===== src/rtl/lax_pkg.sv =====
package lax_pkg;

   typedef enum logic [2:0] {
      LX_SETTLE = 3'd0,   // wait until both sides read high
      LX_IDLE   = 3'd1,
      LX_WAIT   = 3'd2,   // master chosen, transfer delay running
      LX_DRIVE  = 3'd3,   // slave pulled low
      LX_BOOST  = 3'd4    // slave actively pulled up
   } lx_phase_e;

   typedef enum logic {
      SIDE_HOST = 1'b0,
      SIDE_CARD = 1'b1
   } lx_side_e;

   function automatic int unsigned lx_cnt_width(input int unsigned limit);
      return (limit < 2) ? 1 : $clog2(limit);
   endfunction

endpackage


===== src/rtl/lax_timer.sv =====
module lax_timer #(
   parameter int unsigned LIMIT = 5
) (
   input  logic clk,
   input  logic rst_n,
   input  logic clear,
   input  logic run,
   output logic last
);
   import lax_pkg::*;

   localparam int unsigned CNT_W = lx_cnt_width(LIMIT);
   localparam logic [CNT_W-1:0] LAST_VAL = CNT_W'(LIMIT - 1);

   generate
      if (LIMIT < 1) begin : g_bad_limit
         $error("lax_timer: LIMIT must be at least 1");
      end
   endgenerate

   logic [CNT_W-1:0] cnt;

   always_ff @(posedge clk or negedge rst_n) begin
      if (!rst_n)               cnt <= '0;
      else if (clear)           cnt <= '0;
      else if (run && !last)    cnt <= cnt + 1'b1;
   end

   assign last = (cnt == LAST_VAL);

endmodule


===== src/rtl/lax_line.sv =====
module lax_line #(
   parameter int unsigned DELAY_CYC = 5,
   parameter bit          TIE_HOST  = 1'b1
) (
   input  logic clk,
   input  logic rst_n,
   input  logic host_lvl,
   input  logic card_lvl,
   output logic host_pull,
   output logic card_pull,
   output logic host_boost,
   output logic card_boost
);
   import lax_pkg::*;

   lx_phase_e phase, phase_nx;
   lx_side_e  master, master_nx;
   logic      tmr_last, tmr_clear, tmr_run;
   logic      master_high, both_high;
   logic      any_low;
   lx_side_e  winner;

   // election of the first low side; tie rule picked by parameter
   assign any_low = !host_lvl || !card_lvl;
   generate
      if (TIE_HOST) begin : g_tie_host
         assign winner = !host_lvl ? SIDE_HOST : SIDE_CARD;
      end else begin : g_tie_card
         assign winner = !card_lvl ? SIDE_CARD : SIDE_HOST;
      end
   endgenerate

   assign master_high = (master == SIDE_HOST) ? host_lvl : card_lvl;
   assign both_high   = host_lvl && card_lvl;

   lax_timer #(.LIMIT(DELAY_CYC)) i_timer (
      .clk   (clk),
      .rst_n (rst_n),
      .clear (tmr_clear),
      .run   (tmr_run),
      .last  (tmr_last)
   );

   assign tmr_run   = (phase == LX_WAIT) || (phase == LX_BOOST);
   assign tmr_clear = !tmr_run;

   always_comb begin
      phase_nx  = phase;
      master_nx = master;
      unique case (phase)
         LX_SETTLE: if (both_high) phase_nx = LX_IDLE;
         LX_IDLE: begin
            if (any_low) begin
               phase_nx  = LX_WAIT;
               master_nx = winner;
            end
         end
         LX_WAIT: begin
            if (master_high)   phase_nx = both_high ? LX_IDLE : LX_SETTLE;
            else if (tmr_last) phase_nx = LX_DRIVE;
         end
         LX_DRIVE: if (master_high) phase_nx = LX_BOOST;
         LX_BOOST: if (tmr_last) phase_nx = both_high ? LX_IDLE : LX_SETTLE;
         default:  phase_nx = LX_SETTLE;
      endcase
   end

   always_ff @(posedge clk or negedge rst_n) begin
      if (!rst_n) begin
         phase  <= LX_SETTLE;
         master <= SIDE_HOST;
      end else begin
         phase  <= phase_nx;
         master <= master_nx;
      end
   end

   assign card_pull  = (phase == LX_DRIVE) && (master == SIDE_HOST);
   assign host_pull  = (phase == LX_DRIVE) && (master == SIDE_CARD);
   assign card_boost = (phase == LX_BOOST) && (master == SIDE_HOST);
   assign host_boost = (phase == LX_BOOST) && (master == SIDE_CARD);

   AST_SINGLE_PULL: assert property (@(posedge clk) disable iff (!rst_n)
      !(host_pull && card_pull));
   AST_CARD_PULL_BOOST_EXCL: assert property (@(posedge clk) disable iff (!rst_n)
      !(card_pull && card_boost));
   AST_HOST_PULL_BOOST_EXCL: assert property (@(posedge clk) disable iff (!rst_n)
      !(host_pull && host_boost));
   AST_CARD_BOOST_ON_RELEASE: assert property (@(posedge clk) disable iff (!rst_n)
      $fell(card_pull) |-> card_boost);
   AST_HOST_BOOST_ON_RELEASE: assert property (@(posedge clk) disable iff (!rst_n)
      $fell(host_pull) |-> host_boost);
   AST_CARD_PULL_FROM_HOST_LOW: assert property (@(posedge clk) disable iff (!rst_n)
      $rose(card_pull) |-> $past(!host_lvl));
   AST_HOST_PULL_FROM_CARD_LOW: assert property (@(posedge clk) disable iff (!rst_n)
      $rose(host_pull) |-> $past(!card_lvl));
   AST_SETTLE_PASSIVE: assert property (@(posedge clk) disable iff (!rst_n)
      (phase == LX_SETTLE) |=> !(host_pull || card_pull || host_boost || card_boost));
   AST_ANTI_LATCH: assert property (@(posedge clk) disable iff (!rst_n)
      (phase == LX_SETTLE && host_lvl && card_lvl) |=> (phase == LX_IDLE));

endmodule


===== src/rtl/lax_bank.sv =====
module lax_bank #(
   parameter int unsigned NUM_LINES = 3,
   parameter int unsigned DELAY_CYC = 5,
   parameter bit          TIE_HOST  = 1'b1
) (
   input  logic                 clk,
   input  logic                 rst_n,
   input  logic [NUM_LINES-1:0] host_lvl,
   input  logic [NUM_LINES-1:0] card_lvl,
   output logic [NUM_LINES-1:0] host_pull,
   output logic [NUM_LINES-1:0] card_pull,
   output logic [NUM_LINES-1:0] host_boost,
   output logic [NUM_LINES-1:0] card_boost
);

   generate
      if (NUM_LINES < 1) begin : g_bad_lines
         $error("lax_bank: NUM_LINES must be at least 1");
      end
      if (DELAY_CYC < 1) begin : g_bad_delay
         $error("lax_bank: DELAY_CYC must be at least 1");
      end
   endgenerate

   for (genvar g = 0; g < NUM_LINES; g++) begin : g_line
      lax_line #(
         .DELAY_CYC (DELAY_CYC),
         .TIE_HOST  (TIE_HOST)
      ) i_line (
         .clk        (clk),
         .rst_n      (rst_n),
         .host_lvl   (host_lvl[g]),
         .card_lvl   (card_lvl[g]),
         .host_pull  (host_pull[g]),
         .card_pull  (card_pull[g]),
         .host_boost (host_boost[g]),
         .card_boost (card_boost[g])
      );
   end

endmodule


===== config.mk =====
export PLATFORM = sky130hd
export DESIGN_NAME = lax_bank
export DESIGN_NICKNAME = d
export VERILOG_FILES = /design/src/rtl/lax_pkg.sv /design/src/rtl/lax_timer.sv /design/src/rtl/lax_line.sv /design/src/rtl/lax_bank.sv
export SDC_FILE = /design/constraint.sdc
export NUM_CORES = 1
export LEC_CHECK = 0
export CAP_MARGIN = 20
export CELL_PAD_IN_SITES_DETAIL_PLACEMENT = 1
export CELL_PAD_IN_SITES_GLOBAL_PLACEMENT = 2
export CORE_UTILIZATION = 32
export DETAILED_ROUTE_END_ITERATION = 6
export GPL_ROUTABILITY_DRIVEN = 1
export PLACE_DENSITY = 0.82
export SYNTH_ARGS = -nofsm -noshare
export SYNTH_HDL_FRONTEND = slang
export SYNTH_SLANG_ARGS = --single-unit

===== constraint.sdc =====
create_clock -name clk -period 1.85 [get_ports clk]
set_input_delay 0.555 -clock clk [delete_from_list [all_inputs] [get_ports clk]]
set_output_delay 0.555 -clock clk [all_outputs]
set_load 0.02 [all_outputs]

==> flow_metrics.py <==
metrics = {
    "outcome": {
        "status": "finished, final reports clean",
    },
    "finish": {
        "multi_input_area_um2": 732,
        "finalNetCount": 213,
        "design_area_mm2": 0.00174,
        "n_fill_cell": 516,
        "syn_to_final_growth_pct": 24.3,
        "num_antenna_cells": 0,
        "drive_above_1_share_pct": 25.8,
        "seqCellArea_um2": 526,
    },
    "routing": {
        "detail-route-antenna-nets": 0,
        "first_iter_violations": 7,
        "finalWirelength_um": 3440,
        "drc": 0,
        "routed_via_density": 5.10,
        "drtPass1Iterations": 3,
        "wire_per_inst_um": 13.9,
        "vias": 1264,
    },
    "pwr": {
        "power-per-cell-area_mw_per_mm2": 1330,
        "max-vdd-ir-drop_v": 0.000511,
        "leakagePower_nw": 0.808,
        "power_mw": 2.32,
    },
    "setup_path": {
        "path_cells": "nor2_2, nand2_1, nor2_1, buf_2",
        "crit_required_ns": 1.29,
        "crit_family": "flip-flops",
        "critPathMaxFanout": 3,
        "path_class": "flip-flop to output pin",
        "cpMaxStageDelayCell": "dfrtp_1",
        "crit_path_end_kind": "output pin",
        "path_buf_inv": 1,
        "arrival_ns": 1.21,
        "reg2regPathDepth": 5,
        "r2r_start": "g_line[0].i_line.phase[1]",
        "start_kind": "flip-flop",
        "rr_endpoint": "g_line[0].i_line.phase[0]",
        "ff2ff_setup_slack_ns": 0.29,
        "worst_path_largest_cell_delay_ns": 0.42,
    },
    "logic_synthesis": {
        "async_reset_ff_share_pct": 100,
        "syn-num-nets": 182,
        "synth_compound_area_share_pct": 14.6,
        "synth_cells": 168,
        "ys_seq_area_share_pct": 37.5,
        "synth_top_family_by_area": "simple AND/OR/NAND/NOR gates",
        "synth_edf_count": 0,
        "netlist_area_mm2": 0.00140,
        "synthXorXnorAreaFrac_pct": 3.13,
        "yosys.area_share.simple_pct": 24.5,
        "synth_flop_cell": "dfrtp_1",
        "syn_area_per_cell_um2": 8.34,
        "synthMuxAreaShare_pct": 3.57,
        "yosysWarnings": 0,
        "synth_fa_ha_area_share_pct": 5.36,
        "synth-seq-cells": 21,
        "ys_types": 38,
    },
    "place": {
        "gp_congestion": 0.792,
        "port_buffers": 19,
        "dpl.hpwl_um": 2670,
        "placed_cell_area_mm2": 0.00173,
    },
    "sta": {
        "fmax_mhz": 565,
        "relSlewSlack_pct": 79.8,
        "hold_violations": 0,
        "rsz0062_at_grt": "false",
        "setup-violations-final": 0,
        "drv_slew": 0,
        "worstMarginPinSlew_ns": 0.295,
        "period_needed_ns": 1.77,
        "finalCritPeriodShare_pct": 95.7,
        "clock_skew_ns": 0.00869,
        "fin_setup_tns_ns": 0,
    },
    "floorplanning": {
        "fp.dieH_um": 68.2,
        "design.die.area_mm2": 0.00465,
        "initial_core_util_pct": 34.1,
        "coreArea_mm2": 0.00412,
        "die_width_um": 68.2,
        "num_rows": 23,
        "ios": 20,
    },
    "grt": {
        "antenna_found_initial": 0,
        "grtUsageTotal_pct": 16.4,
        "grt_remaining_overflow": 0,
        "grt_pass1_vias": 1294,
        "grt_pass1_wl_um": 5770,
        "grt_max_degree": 22,
    },
    "clock_tree": {
        "cts_hold_buffers": 0,
        "clockRootBuffer": "clkbuf_8",
        "cts_tree": "done",
        "cts_buffers": 3,
        "cts_buffer_depth": 2,
        "clkTransAtPathRegs_ns": 0.09,
        "cts_sinks": 21,
        "worstSkewPairLatency_ns": 0.27,
        "htreeDepth": 1,
    },
    "run": {
        "max_cap_viol_count": 0,
    },
    "worst_hold_path": {
        "holdCritStartpoint": "g_line[0].i_line.i_timer.cnt[1]",
        "hp-class": "flip-flop to flip-flop",
        "holdPathEnd": "g_line[0].i_line.i_timer.cnt[1]",
        "holdPathStages": 2,
    },
}
cell families after synthesis:
logic type,Yosys count
flops,21
compound gates,29
xor+xnor,5
mux,5
simple gates,72
buf+inv,30
fa+ha+maj,6
state kept, by name (all words and copies together) (netlist names):
name                       cells
g_line.i_line.phase            9
g_line.i_line.master           3
g_line.i_line.i_timer.cnt      9
where the power goes:
group	switching [mW]	total, mW	internal (mW)
Combinational	0.644	1.26	0.612
Sequential	0.142	0.748	0.606
Clock	0.162	0.313	0.151
layout by cell type (no fill, tap or decap), drive strengths merged:
master / netlist / layout
buf: 14 / 37
nand2: 15 / 15
a2111oi: 1 / 1
o22a: 3 / 3
and2: 1 / 1
nor2: 27 / 27
clkbuf: 6 / 5
nand2b: 5 / 5
nand3b: 3 / 3
inv: 10 / 10
o21ai: 4 / 4
xnor2: 3 / 3
a21oi: 8 / 8
o221ai: 1 / 1
a31oi: 3 / 3
or3: 2 / 2
nand3: 7 / 7
clkdlybuf4s50: 0 / 7
a31o: 1 / 1
ha: 6 / 6
nor2b: 4 / 4
o32ai: 2 / 2
o32a: 1 / 1
o21a: 1 / 1
and4b: 1 / 1
nor3b: 1 / 1
or3b: 1 / 1
mux2i: 5 / 5
and3: 1 / 1
o22ai: 1 / 1
a211oi: 2 / 2
xor2: 2 / 2
dfrtp: 21 / 21
nor3: 4 / 4
a32o: 1 / 1
clkinv: 0 / 1
Yosys cell counts (2+ instances only):
cell type   n  area [um^2]
a211oi_1    2         15.0
a21oi_1     8         40.0
a31oi_1     2         12.5
buf_2       2         10.0
buf_4      12         90.1
clkbuf_1    6         22.5
dfrtp_1    21          526
ha_1        6         75.1
inv_1       9         33.8
mux2i_1     5         50.1
nand2_1    15         56.3
nand2b_1    5         31.3
nand3_1     7         35.0
nand3b_1    3         22.5
nor2_1     27          101
nor2b_1     4         25.0
nor3_1      4         20.0
o21ai_0     3         15.0
o22a_1      3         26.3
o32ai_1     2         17.5
or3_1       2         12.5
xnor2_1     3         26.3
xor2_1      2         17.5
stage by stage:
stage / utilization (%) / setup slack, ns / cells / hold slack (ns)
after floorplan: - / 0.288 / 168 / 0.259
after global placement: 42.0 / -0.115 / 243 / 0.534
after detailed placement: 42.0 / -0.181 / 243 / 0.549
after CTS: 42.8 / 0.00182 / 248 / 0.562
after global routing: 42.3 / 0.000777 / 248 / 0.606
final: 42.3 / 0.0801 / 248 / 0.551
worst min-delay path: cells and delay by family (launching register included):
| kind | cells | cell delay (ns) |
|---|---|---|
| flip-flops | 1 | 0.40 |
| AND/OR/NAND/NOR | 1 | 0.06 |
| AO/OA/AOI/OAI | 1 | 0.05 |
routing by layer:
| layer | GRT usage, % | wire length [um] |
|---|---|---|
| met1 | 18.6 | 1510 |
| met2 | 30.5 | 1820 |
| met3 | 3.17 | 77 |
| met4 | 4.95 | 29 |
| met5 | 0 | 0 |
layout make-up:
class | count | area share (%)
clock buffers | 3 | 2.37
clock inverters | 1 | 0.287
inverters | 10 | 2.16
multi-input cells | 117 | 42.0
flip-flops and latches | 21 | 30.2
well taps | 50 | 3.59
repair buffers | 46 | 19.4
how the worst max path moves through the flow:
stage	from	endpoint	depth (start not counted)
after floorplan	g_line[2].i_line.phase[1]	card_boost[2]	5
after global placement	host_lvl[0]	g_line[0].i_line.phase[0]	5
after detailed placement	host_lvl[0]	g_line[0].i_line.phase[0]	6
after CTS	g_line[0].i_line.phase[2]	card_pull[0]	4
after global routing	g_line[0].i_line.phase[1]	host_boost[0]	4
final	g_line[2].i_line.phase[0]	card_boost[2]	4
timing repair:
| item | in CTS | in global routing |
|---|---|---|
| pin swaps | 0 | 0 |
| resized for setup | 42 | 13 |
| setup endpoints to repair | 12 | 11 |
| buffers inserted | 1 | 0 |
Power figures use the tool's default switching activity.
